===== src/rtl/phy_ctl_regs.sv =====
module phy_ctl_regs #(
  parameter int ADDR_W   = 8,
  parameter int HALF_W   = 16,
  parameter int N_CTRL   = 7,
  parameter int STAT_IDX = 8,
  parameter int PWR_IDX  = 6,
  parameter int DLL_IDX  = 0
) (
  input  logic                clk,
  input  logic                rst_n,
  input  logic                wr_en,
  input  logic [ADDR_W-1:0]   addr,
  input  logic [2*HALF_W-1:0] wdata,
  output logic [2*HALF_W-1:0] rdata,
  input  logic                cal_done,
  input  logic                dll_lock,
  output logic                phy_pwr_up,
  output logic                dll_en,
  output logic [2:0]          drv_sel,
  output logic [1:0]          dll_freq,
  output logic                otap_en,
  output logic [3:0]          otap_sel
);
  localparam int IDX_W     = ADDR_W - 2;
  localparam int PWR_BIT   = 0;
  localparam int DLLEN_BIT = 1;
  localparam int DRV_LSB   = 4;
  localparam int OTSEL_LSB = 7;
  localparam int OTEN_BIT  = 11;
  localparam int FREQ_LSB  = 12;
  localparam int CAL_BIT   = 6;
  localparam int LOCK_BIT  = 5;

  logic [HALF_W-1:0] ctrl [N_CTRL];
  logic [IDX_W-1:0]  idx;
  logic [HALF_W-1:0] wmask, wval;

  assign idx   = addr[ADDR_W-1:2];
  assign wmask = wdata[2*HALF_W-1:HALF_W];
  assign wval  = wdata[HALF_W-1:0];

  always_ff @(posedge clk or negedge rst_n) begin
    if (!rst_n) begin
      for (int k = 0; k < N_CTRL; k++) ctrl[k] <= '0;
    end else if (wr_en) begin
      for (int k = 0; k < N_CTRL; k++)
        if (idx == IDX_W'(k)) ctrl[k] <= (ctrl[k] & ~wmask) | (wval & wmask);
    end
  end

  always_comb begin
    rdata = '0;
    for (int k = 0; k < N_CTRL; k++)
      if (idx == IDX_W'(k)) rdata[HALF_W-1:0] = ctrl[k];
    if (idx == IDX_W'(STAT_IDX)) begin
      rdata[CAL_BIT]  = cal_done;
      rdata[LOCK_BIT] = dll_lock;
    end
  end

  assign phy_pwr_up = ctrl[PWR_IDX][PWR_BIT];
  assign dll_en     = ctrl[PWR_IDX][DLLEN_BIT];
  assign drv_sel    = ctrl[PWR_IDX][DRV_LSB +: 3];
  assign dll_freq   = ctrl[DLL_IDX][FREQ_LSB +: 2];
  assign otap_en    = ctrl[DLL_IDX][OTEN_BIT];
  assign otap_sel   = ctrl[DLL_IDX][OTSEL_LSB +: 4];
endmodule


===== config.mk =====
export PLATFORM = sky130hd
export DESIGN_NAME = phy_ctl_regs
export DESIGN_NICKNAME = d
export VERILOG_FILES = /design/src/rtl/phy_ctl_regs.sv
export SDC_FILE = /design/constraint.sdc
export NUM_CORES = 1
export LEC_CHECK = 0
export ABC_AREA = 1
export BUFFER_PORTS_ARGS = -buffer_cell sky130_fd_sc_hd__buf_2
export CAP_MARGIN = 20
export CELL_PAD_IN_SITES_DETAIL_PLACEMENT = 0
export CELL_PAD_IN_SITES_GLOBAL_PLACEMENT = 1
export CORE_ASPECT_RATIO = 1.5
export CORE_MARGIN = 3
export CORE_UTILIZATION = 32
export DETAILED_ROUTE_END_ITERATION = 6
export GPL_TIMING_DRIVEN = 0
export HOLD_SLACK_MARGIN = 0.15
export PLACE_DENSITY = 0.63
export SLEW_MARGIN = 10
export SYNTH_ARGS = -nofsm -noshare
export SYNTH_HDL_FRONTEND = slang
export SYNTH_SLANG_ARGS = --single-unit

===== constraint.sdc =====
create_clock -name clk -period 1.1 [get_ports clk]
set_input_delay 0.11 -clock clk [delete_from_list [all_inputs] [get_ports clk]]
set_output_delay 0.11 -clock clk [all_outputs]
set_load 0.02 [all_outputs]

==> metrics.md, run 1 <==
| Metric | Value |
|---|---|
| Outcome | finished with violations |
| Failing checks | setup timing |
| Ys Warns | 0 |
| Buffers on Ports | 70 |
| Largest family of logic cells by synthesized area | simple AND/OR/NAND/NOR gates |
| Num CTS Buffers | 9 |
| DRC viols | 0 |
| Share of cells above drive strength 1 | 0.4124 |
| Non-Filler Cell Area, Final | ~9200 um^2 |
| Critical path peak fanout | 2 |
| Clock sink count | ~110 |
| Synth Area in Adders | 0 |
| Initial antenna violation count | 0 |
| GRT Overall Usage | 0.2038 |
| Die ar. | ~19000 um^2 |
| Largest net degree at the start of global routing | ~70 |
| Post-DRT Antenna Nets | 0 |
| Setup WS pre-CTS | -831.5 ps |
| Die Y-Extent | approximately 170 um |
| Startpoint Class | flip-flop |
| CTS tree | done |
| CP Class | flip-flop to output pin |
| Max_slew headroom | 0.5714 |
| Synth area leaders | dfrtp_1 49%, nand2_1 11%, a31oi_1 7.1% |
| Routability Congestion | approximately 0.85 |
| Synth Flop Type | dfrtp_1 |
| Final Slew Violations | 0 |
| TNS Setup | -8681 ps |
| XOR/XNOR Fraction of Synth Area | 0 |
| Tmin final | 1478 ps |
| Vias | ~5700 |
| Synth top area share | 0.4940 |
| Die Wd | between 100 and 150 um |
| Hold Path Class | input pin to asynchronous set/reset pin |
| Clock Pin Slew Worst Setup and Hold Paths | about 80 ps |
| Vias in the first global route | 5418 |
| Simple-Gate Fraction of Synth Area | 0.2292 |
| Complex-gate fraction of the synthesized area | 0.1738 |
| Gr ovfl total | 0 |
| DR iter-0 viols | 406 |
| CTS root buffer | clkbuf_16 |
| Wire per inst | 18.51 um |
| Clk Latency, worst-skew pair | about 360 ps |
| #FFs+latches synth | 112 |
| Worst reg2reg setup slack | between 150 and 200 ps |
| Post-Syn Area | 5673 um^2 |
| CTS Buffer Depth | 2 |
| Most frequent cell after synthesis | nand2_1 |
| TritonRoute pass-1 iters | 5 |
| Leakage | approximately 4.3 nW |
| Final Hold Fails | 0 |
| Register area share after synthesis | 0.4940 |
| FFs w/ async S/R, synth | 1.000 |
| Syn Area/Cell | between 8 and 9 um^2 |
| Nets | approximately 940 |
| Final wirelength | a little over 20000 um |
| Layout Utilization | 0.5278 |
| Setup Viol. Count Final | 69 |
| Element type at the critical path end | output pin |
| Top-level I/O count | 89 |
| Synth top cells by count | 160 x nand2_1, 112 x dfrtp_1, 64 x a21oi_1, 64 x a31oi_1, 50 x nand4_1 |
| IR drop worst, VDD | ~0.72 mV |
| Worst Path Arrival | around 1400 ps |
| Mapped Cells | 683 |
| Area grow syn2layout | 61.40% |
| Synth cell types | 22 |
| Num rows | 59 |
| Worst Hold Margin | ~230 ps |
| First-pass GRT wire length | 30270 um |
| Post-synth EDFFs | 0 |
| Synth area leader | dfrtp_1 |
| P per Cell Area | around 1200 nW/um^2 |
| Max Cap Viol | 0 |
| Diodes inserted | 0 |
| F_max | slightly below 700 MHz |
| Placed Area | ~6400 um^2 |
| Final Cycle Share | 1.344 |
| H-tree depth | 3 |
| Worst-case reg-to-reg path depth | 4 |
| PnR worst setup slack | -378.1 ps |
| Core area | ~17000 um^2 |
| RSZ-0062 raised after global routing | true |
| Req. time, crit path | 990 ps |
| Worst Skew | 0 ps |
| Vias per cell | roughly 5.1 |
| Final HPWL DP | about 12000 um |
| Initial Util | 0.3270 |
| Worst slew pin tran | around 640 ps |
| Post-synthesis mux area share | 0 |
[per-layer routing]
metal  part of all wire  up-vias  global-route usage  wire, um
met2               0.52      166              0.3605     10660
met4              0.040        0             0.07252       826
met3              0.048       50             0.02647       984
met1               0.40     2757              0.2518      8168
met5                  0        -                   0         0
li1                   -     2752                   -         -
[kinds of logic after synthesis]
group,count (synthesis)
buffers and inverters,113
other,1
AO/OA/AOI/OAI,180
AND/OR/NAND/NOR,277
flip-flops,112
[where the power goes]
group | internal [mW] | switching (mW) | total [mW]
clock network | 2.28 | 1.57 | 3.85
registers | 4.57 | 0.294 | 4.87
logic | 1.02 | 1.04 | 2.06
total | 7.88 | 2.90 | 10.8
[final cells by class]
type / count / area, um^2
clock buffer: 12 / 246.5
clock inverter: 3 / 90.09
sequential: 112 / 2803
tap: 213 / 266.5
timing repair buffer: 192 / 1943
fill: 1609 / 8192
multi-input combinational: 473 / 2895
buffer: 68 / 732.0
inverter: 42 / 180.2
[worst max-delay path, stage by stage (launching register included)]
cell and delay [ps]:
dfrtp_1 400, nand4_1 110, nand3_2 100, nor2_2 130, nand4_1 80, buf_4 160
[worst max path at each step]
stage	cells after the start	startpoint	slack, ps	to
floorplan	8	addr[7]	-50	rdata[11]
global placement	1	rst_n	-1490	asynchronous set/reset pin
detailed placement	9	addr[2]	-830	rdata[7]
CTS	5	flip-flop	-390	rdata[7]
global route	5	flip-flop	-470	rdata[15]
finish	5	flip-flop	-380	rdata[15]
[through the flow]
| step | cells | total power [mW] |
|---|---|---|
| floorplan | 698 | 5.737 |
| global placement | 981 | 6.165 |
| detailed placement | 982 | 6.235 |
| CTS | 1070 | 10.52 |
| global route | 1115 | 11.21 |
| finish | 1115 | 10.77 |
[what timing repair did]
action                                 in CTS  in global routing
pin swaps                                  57                 61
buffers inserted                           36                 41
setup endpoints to repair                  75                133
endpoints found under the hold margin     180                  0
gates resized for setup                   141                208
cloned                                      5                  8
hold buffers                               33                  0
[cell usage in the layout, fill, tap and decap left out, types with 17 or more instances in the layout]
| cell | netlist | layout |
|---|---|---|
| buf_6 | 1 | 58 |
| inv_1 | 39 | 33 |
| o21ai_0 | 27 | 19 |
| nand2_1 | 160 | 115 |
| nor2_1 | 31 | 20 |
| nand2_2 | 0 | 30 |
| dfrtp_1 | 112 | 112 |
| buf_12 | 0 | 17 |
| a21oi_2 | 0 | 32 |
| a21oi_1 | 64 | 31 |
| dlygate4sd3_1 | 0 | 33 |
| clkbuf_16 | 0 | 18 |
| buf_4 | 37 | 67 |
| o21ai_1 | 23 | 27 |
| buf_2 | 8 | 40 |
| nand4_1 | 50 | 50 |
| a31oi_1 | 64 | 61 |
(Power assumes the default switching activity.)
==> inputs of run 2 (changes only) <==
Settings changed: PLACE_DENSITY 0.63 to 0.6.
Clock period 1.1 ns to 1.4 ns, I/O delays scaled along.
==> metrics.md, run 2 (synthesized netlist as in run 1, its figures left out) <==
| Metric | Value |
|---|---|
| Nets | 876 (-7.1%) |
| Largest net degree at the start of global routing | 62 (-14%) |
| Final Cycle Share | 1.066 |
| Final Slew Violations | 0 (unchanged) |
| First-pass GRT wire length | 29570 um (-2.3%) |
| IR drop worst, VDD | 0.4899 mV (-32%) |
| Worst Path Arrival | 1350 ps (-20 ps) |
| Clock sink count | 112 (unchanged) |
| Layout Cells excl Fill | 1049 (-5.9%) |
| RSZ-0062 raised after global routing | true |
| Most used cell, CP | buf_12 |
| Leakage | 3.486 nW (-18%) |
| Max Cap Viol | 0 (unchanged) |
| Max_slew headroom | 0.5952 (+0.02376) |
| Top cell family by delay on the critical path | buffers and inverters |
| Most common cell after layout, fill and taps aside | nand2_1 |
| Final HPWL DP | 12460 um (+0.88%) |
| PnR worst setup slack | -91.73 ps (+286.3 ps) |
| H-tree depth | 3 (unchanged) |
| Critical-path cell list | buf_6 -> nor2_4 -> buf_12 -> buf_12 -> nand3_4 -> clkinvlp_4 -> buf_12 -> nand2_1 -> nand4_1 -> buf_6 |
| Die ar. | 19390 um^2 (unchanged) |
| CTS tree | done |
| CP Class | input pin to output pin |
| DR iter-0 viols | 240 (-41%) |
| CTS Buffer Depth | 2 (unchanged) |
| Worst Skew | 0 ps (unchanged) |
| Final Hold Fails | 0 (unchanged) |
| Critical path's slowest cell | nor2_4 |
| Diodes inserted | 0 (unchanged) |
| Critical Path Source | addr[6] |
| Routability Congestion | 0.8084 (-4.8%) |
| Failing checks | setup timing |
| Setup Viol. Count Final | 16 (-77%) |
| Post-DRT Antenna Nets | 0 (unchanged) |
| Hold Path Class | input pin to flip-flop |
| Area grow syn2layout | 34.10% |
| Clk Latency, worst-skew pair | 350 ps (about the same) |
| Core area | 17350 um^2 (unchanged) |
| Buffers on Ports | 70 (unchanged) |
| Num CTS Buffers | 9 (unchanged) |
| GRT Overall Usage | 0.1997 (-0.004097) |
| Placed Area | 6380 um^2 (-0.82%) |
| Overall power | 7.566 mW (-30%) |
| Worst stage delay on the critical path | 170 ps (-230 ps) |
| Final wirelength | 18770 um (-9.1%) |
| Wire per inst | 17.89 um (-3.3%) |
| Req. time, crit path | 1260 ps (+270 ps) |
| Vias | 5332 (-6.9%) |
| Initial antenna violation count | 0 (unchanged) |
| Die Wd | 114.7 um (unchanged) |
| Clock Pin Slew Worst Setup and Hold Paths | 70 ps (about the same) |
| Dpl cells | 982 (unchanged) |
| P per Cell Area | 994.6 nW/um^2 (-15%) |
| F_max | about 670 MHz |
| Outcome | finished with violations |
| Tmin final | about 1500 ps |
| Die Y-Extent | 169.1 um (unchanged) |
| Vias in the first global route | 5334 (-1.6%) |
| CTS root buffer | clkbuf_16 |
| Non-Filler Cell Area, Final | 7607 um^2 (-17%) |
| Gr ovfl total | 0 (unchanged) |
| TritonRoute pass-1 iters | 5 (unchanged) |
| Worst slew pin tran | 607.2 ps (-35.64 ps) |
| Vias per cell | 5.083 (-1.0%) |
| Element type at the critical path end | output pin |
| Buf+Inv Stages, Crit Path | 6 (+5) |
| Num rows | 59 (unchanged) |
| Layout Utilization | 0.4385 (-0.08929) |
| Top-level I/O count | 89 (unchanged) |
| Startpoint Class | input pin |
| Share of cells above drive strength 1 | 0.2608 (-0.1517) |
| Highest-count cells in the layout ignoring fill and taps | 144 x nand2_1, 112 x dfrtp_1, 64 x a21oi_1, 64 x a31oi_1, 61 x buf_4 |
| Initial Util | 0.3270 (unchanged) |
| DRC viols | 0 (unchanged) |
| Worst hold start | wdata[8] |
| Critical path peak fanout | 10 (+8) |
[run 2: cell count changes in the layout (fill, tap and decap cells not counted), moves of 11 or more]
| cell | change |
|---|---|
| a21oi_1 | +33 |
| clkbuf_1 | +12 |
| nand2_2 | -14 |
| nand2_1 | +29 |
| nand2_4 | -15 |
| a21oi_2 | -32 |
| buf_2 | +15 |
| buf_12 | -11 |
| buf_6 | -38 |
[run 2: report_power, final]
part	switching [mW]	internal (mW)	total, mW
Sequential	0.214	3.59	3.81
Clock	1.18	1.36	2.54
Combinational	0.687	0.535	1.22
Total	2.08	5.48	7.57
[run 2: per-layer routing]
layer,up-vias,routed length (um),GRT usage
met5,-,0,0
met4,0,361,0.06384
met3,21,577,0.02468
met2,123,10030,0.3612
met1,2572,7797,0.2436
li1,2616,-,-
[run 2: cell type report]
class,instances,area (um^2)
Fill cell,1733,9741
Sequential cell,112,2803
Multi-Input combinational cell,473,2481
Timing Repair Buffer,123,983.4
Buffer,70,616.8
Clock buffer,14,274.0
Tap cell,213,266.5
Inverter,42,170.2
Clock inverter,2,12.51
[run 2: worst reg2reg max path, stage by stage, from the launching register on]
cell	delay [ps]
dfrtp_1	380
buf_4	130
a21oi_1	120
a31oi_1	60
[run 2: timing repair]
item	4_1_cts	5_1_grt
hold endpoints to repair	84	0
setup buffers	22	6
hold buffers	25	0
gates cloned	2	0
pin swaps	20	18
endpoints found under the setup margin	16	35
resized for setup	107	25
[run 2: worst paths after layout]
path                       slack [ps]                         end  cells past startpoint
setup / recovery                  -90                    rdata[3]                     10
hold / removal                    150                   flip-flop                      3
setup reg to reg                  570                   flip-flop                      3
hold reg to reg                   490                   flip-flop                      2
max in group asynchronous         360  asynchronous set/reset pin                      3
min in group asynchronous         330  asynchronous set/reset pin                      2
[run 2: stage by stage]
step	hold slack, ps	TNS, ps	worst slack, ps
after floorplan	-155.6	0	89.80
after global placement	416.5	-168240	-1317
after detailed placement	180.1	-23190	-578.9
after CTS	153.4	-1477	-133.0
after global routing	166.6	-2593	-211.1
final	152.5	-1254	-91.73
==> inputs of run 3 (changes only) <==
Settings changed: CORE_UTILIZATION 32 to 42, HOLD_SLACK_MARGIN 0.15 to 0.1, PLACE_DENSITY 0.6 to 0.76.
==> metrics.md, run 3 (synthesized netlist as in run 1, its figures left out) <==
| Metric | Value |
|---|---|
| Startpoint Class | flip-flop |
| Num CTS Buffers | 9 (unchanged) |
| Worst slew pin tran | 592.0 ps (-15.23 ps) |
| Largest net degree at the start of global routing | 88 (+42%) |
| Vias per cell | 5.459 (+7.4%) |
| Worst Path Arrival | 1380 ps (+30 ps) |
| Flop pwr share | 0.505 (+0.002) |
| Layout Cells excl Fill | 994 (-5.2%) |
| Clock power share | 0.335 (about the same) |
| Element type at the critical path end | output pin |
| CTS root buffer | clkbuf_16 |
| Area grow syn2layout | 33.39% |
| Top cell family by delay on the critical path | flip-flops |
| Combinational share of power | 0.160 (about the same) |
| Post-DRT Antenna Nets | 0 (unchanged) |
| Final wirelength | 17880 um (-4.7%) |
| Critical path's slowest cell | dfrtp_1 |
| Leakage | 3.612 nW (+3.6%) |
| Clk Latency, worst-skew pair | 350 ps (about the same) |
| Worst reg2reg setup slack | 550 ps (-20 ps) |
| Worst Hold Margin | 134.8 ps (-17.67 ps) |
| Gr ovfl total | 0 (unchanged) |
| Clock Pin Slew Worst Setup and Hold Paths | 70 ps (about the same) |
| DR iter-0 viols | 407 (+70%) |
| Clock sink count | 112 (unchanged) |
| Overall power | 7.563 mW (about the same) |
| Critical Path Stages | 5 (-5) |
| Area of the multi-input gates | 2579 um^2 (+3.9%) |
| Initial Util | 0.4337 (+0.1067) |
| Wire per inst | 17.99 um (+0.53%) |
| Tmin final | 1518 ps (+26.69 ps) |
| F_max | 658.6 MHz (-1.8%) |
| IR drop worst, VDD | 0.6152 mV (+26%) |
| Max_slew headroom | 0.6049 (+0.009718) |
| RSZ-0062 raised after global routing | true |
| First-pass GRT wire length | 27990 um (-5.3%) |
| Sequential Area | 2803 um^2 (unchanged) |
| GRT Overall Usage | 0.2418 (+0.04205) |
| Outcome | finished with violations |
| Switching share of power | 0.2777 (+0.002346) |
| DRC viols | 0 (unchanged) |
| Routability Congestion | 0.8255 (+2.1%) |
| CTS Buffer Depth | 2 (unchanged) |
| Most common cell after layout, fill and taps aside | nand2_1 |
| Critical-path cell list | nand4_1 -> nand3_1 -> o21bai_1 -> nand4_1 -> buf_6 |
| Vias in the first global route | 5161 (-3.2%) |
| Hold Path Class | input pin to flip-flop |
| Die ar. | 14970 um^2 (-23%) |
| Num rows | 51 (-14%) |
| CP Class | flip-flop to output pin |
| Worst stage delay on the critical path | 390 ps (+220 ps) |
| Initial antenna violation count | 0 (unchanged) |
| Die Y-Extent | 148.3 um (-12%) |
| Final Slew Violations | 0 (unchanged) |
| Core area | 13080 um^2 (-25%) |
| Die Wd | 100.9 um (-12%) |
| Share of cells above drive strength 1 | 0.2946 (+0.03385) |
| Switching pwr | 2.101 mW (+0.81%) |
| H-tree depth | 3 (unchanged) |
| Buf+Inv Stages, Crit Path | 1 (-5) |
| Diodes inserted | 0 (unchanged) |
| Most used cell, CP | nand4_1 |
| Highest-count cells in the layout ignoring fill and taps | 139 x nand2_1, 112 x dfrtp_1, 69 x buf_4 |
| Failing checks | setup timing |
| Final Cycle Share | 1.085 (+0.01907) |
| Dpl cells | 928 (-5.5%) |
| Fillers | 1211 (-30%) |
| Worst-case reg-to-reg path depth | 3 (unchanged) |
| PnR worst setup slack | -118.4 ps (-26.69 ps) |
| Hold path depth | 3 (unchanged) |
| Req. time, crit path | 1260 ps (about the same) |
| Buffers on Ports | 70 (unchanged) |
| Final Hold Fails | 0 (unchanged) |
| Worst Skew | 0 ps (unchanged) |
| Setup Viol. Count Final | 16 (unchanged) |
| Final HPWL DP | 11350 um (-8.9%) |
| Nets | 876 (unchanged) |
| Critical path peak fanout | 2 (-8) |
| TritonRoute pass-1 iters | 6 (+1) |
| P per Cell Area | 999.4 nW/um^2 (+0.49%) |
| Vias | 5426 (+1.8%) |
| Max Cap Viol | 0 (unchanged) |
| Layout Utilization | 0.5785 (+0.1400) |
| Internal | 5.463 mW (-0.36%) |
| CTS tree | done |
| Top-level I/O count | 89 (unchanged) |
==> run 3: metrics by stage <==
step / setup TNS (ps) / setup slack (ps) / area, um^2
after floorplan: 0 / 89.80 / 5729
after global placement: -152820 / -1214 / 6279
after detailed placement: -18870 / -507.8 / 6312
after CTS: -877.3 / -97.69 / 7307
after global routing: -2449 / -217.2 / 7567
final: -1398 / -118.4 / 7567
==> run 3: path summary, 6_finish.rpt <==
path,from,to
setup / recovery,flip-flop,rdata[5]
hold / removal,wdata[6],flip-flop
setup reg to reg,flip-flop,flip-flop
hold reg to reg,flip-flop,flip-flop
max in group asynchronous,rst_n,asynchronous set/reset pin
min in group asynchronous,rst_n,asynchronous set/reset pin
==> run 3: area by class of cell <==
cell class	count	share of cell area
buffer	70	0.07093
clock buffer	13	0.03571
clock inverter	2	0.001819
inverter	42	0.02315
multi-input combinational	473	0.3408
sequential	112	0.3704
tap	159	0.02629
timing repair buffer	123	0.1310
==> run 3: metal layers <==
metal	vias up	track usage	part of all wire
met2	166	0.4228	0.53
met3	26	0.03097	0.045
li1	2613	-	-
met1	2621	0.3094	0.41
met5	-	0	0
met4	0	0.07319	0.018
==> run 3: power groups by stage <==
stage | Combinational [mW] | Clock, mW | Sequential [mW]
2_1_floorplan | 0.685 | 0 | 3.81
3_3_place_gp | 0.981 | 0 | 3.84
3_5_place_dp | 1.02 | 0 | 3.85
4_1_cts | 1.15 | 2.57 | 3.80
5_1_grt | 1.34 | 2.69 | 3.86
6_report | 1.21 | 2.53 | 3.82
==> run 3: what timing repair did <==
action / 4_1_cts / 5_1_grt
setup endpoints to repair: 16 / 26
pin swaps: 17 / 26
setup buffers: 21 / 11
resized for setup: 83 / 60
gates cloned: 3 / 1
hold buffers: 17 / 0
endpoints found under the hold margin: 128 / 0
==> run 3: worst register-to-register path, delay by kind of cell (launching register included) <==
family,cells,cell delay (ps)
DFF,1,380
buffers and inverters,1,140
AOI/OAI and AO/OA,2,200
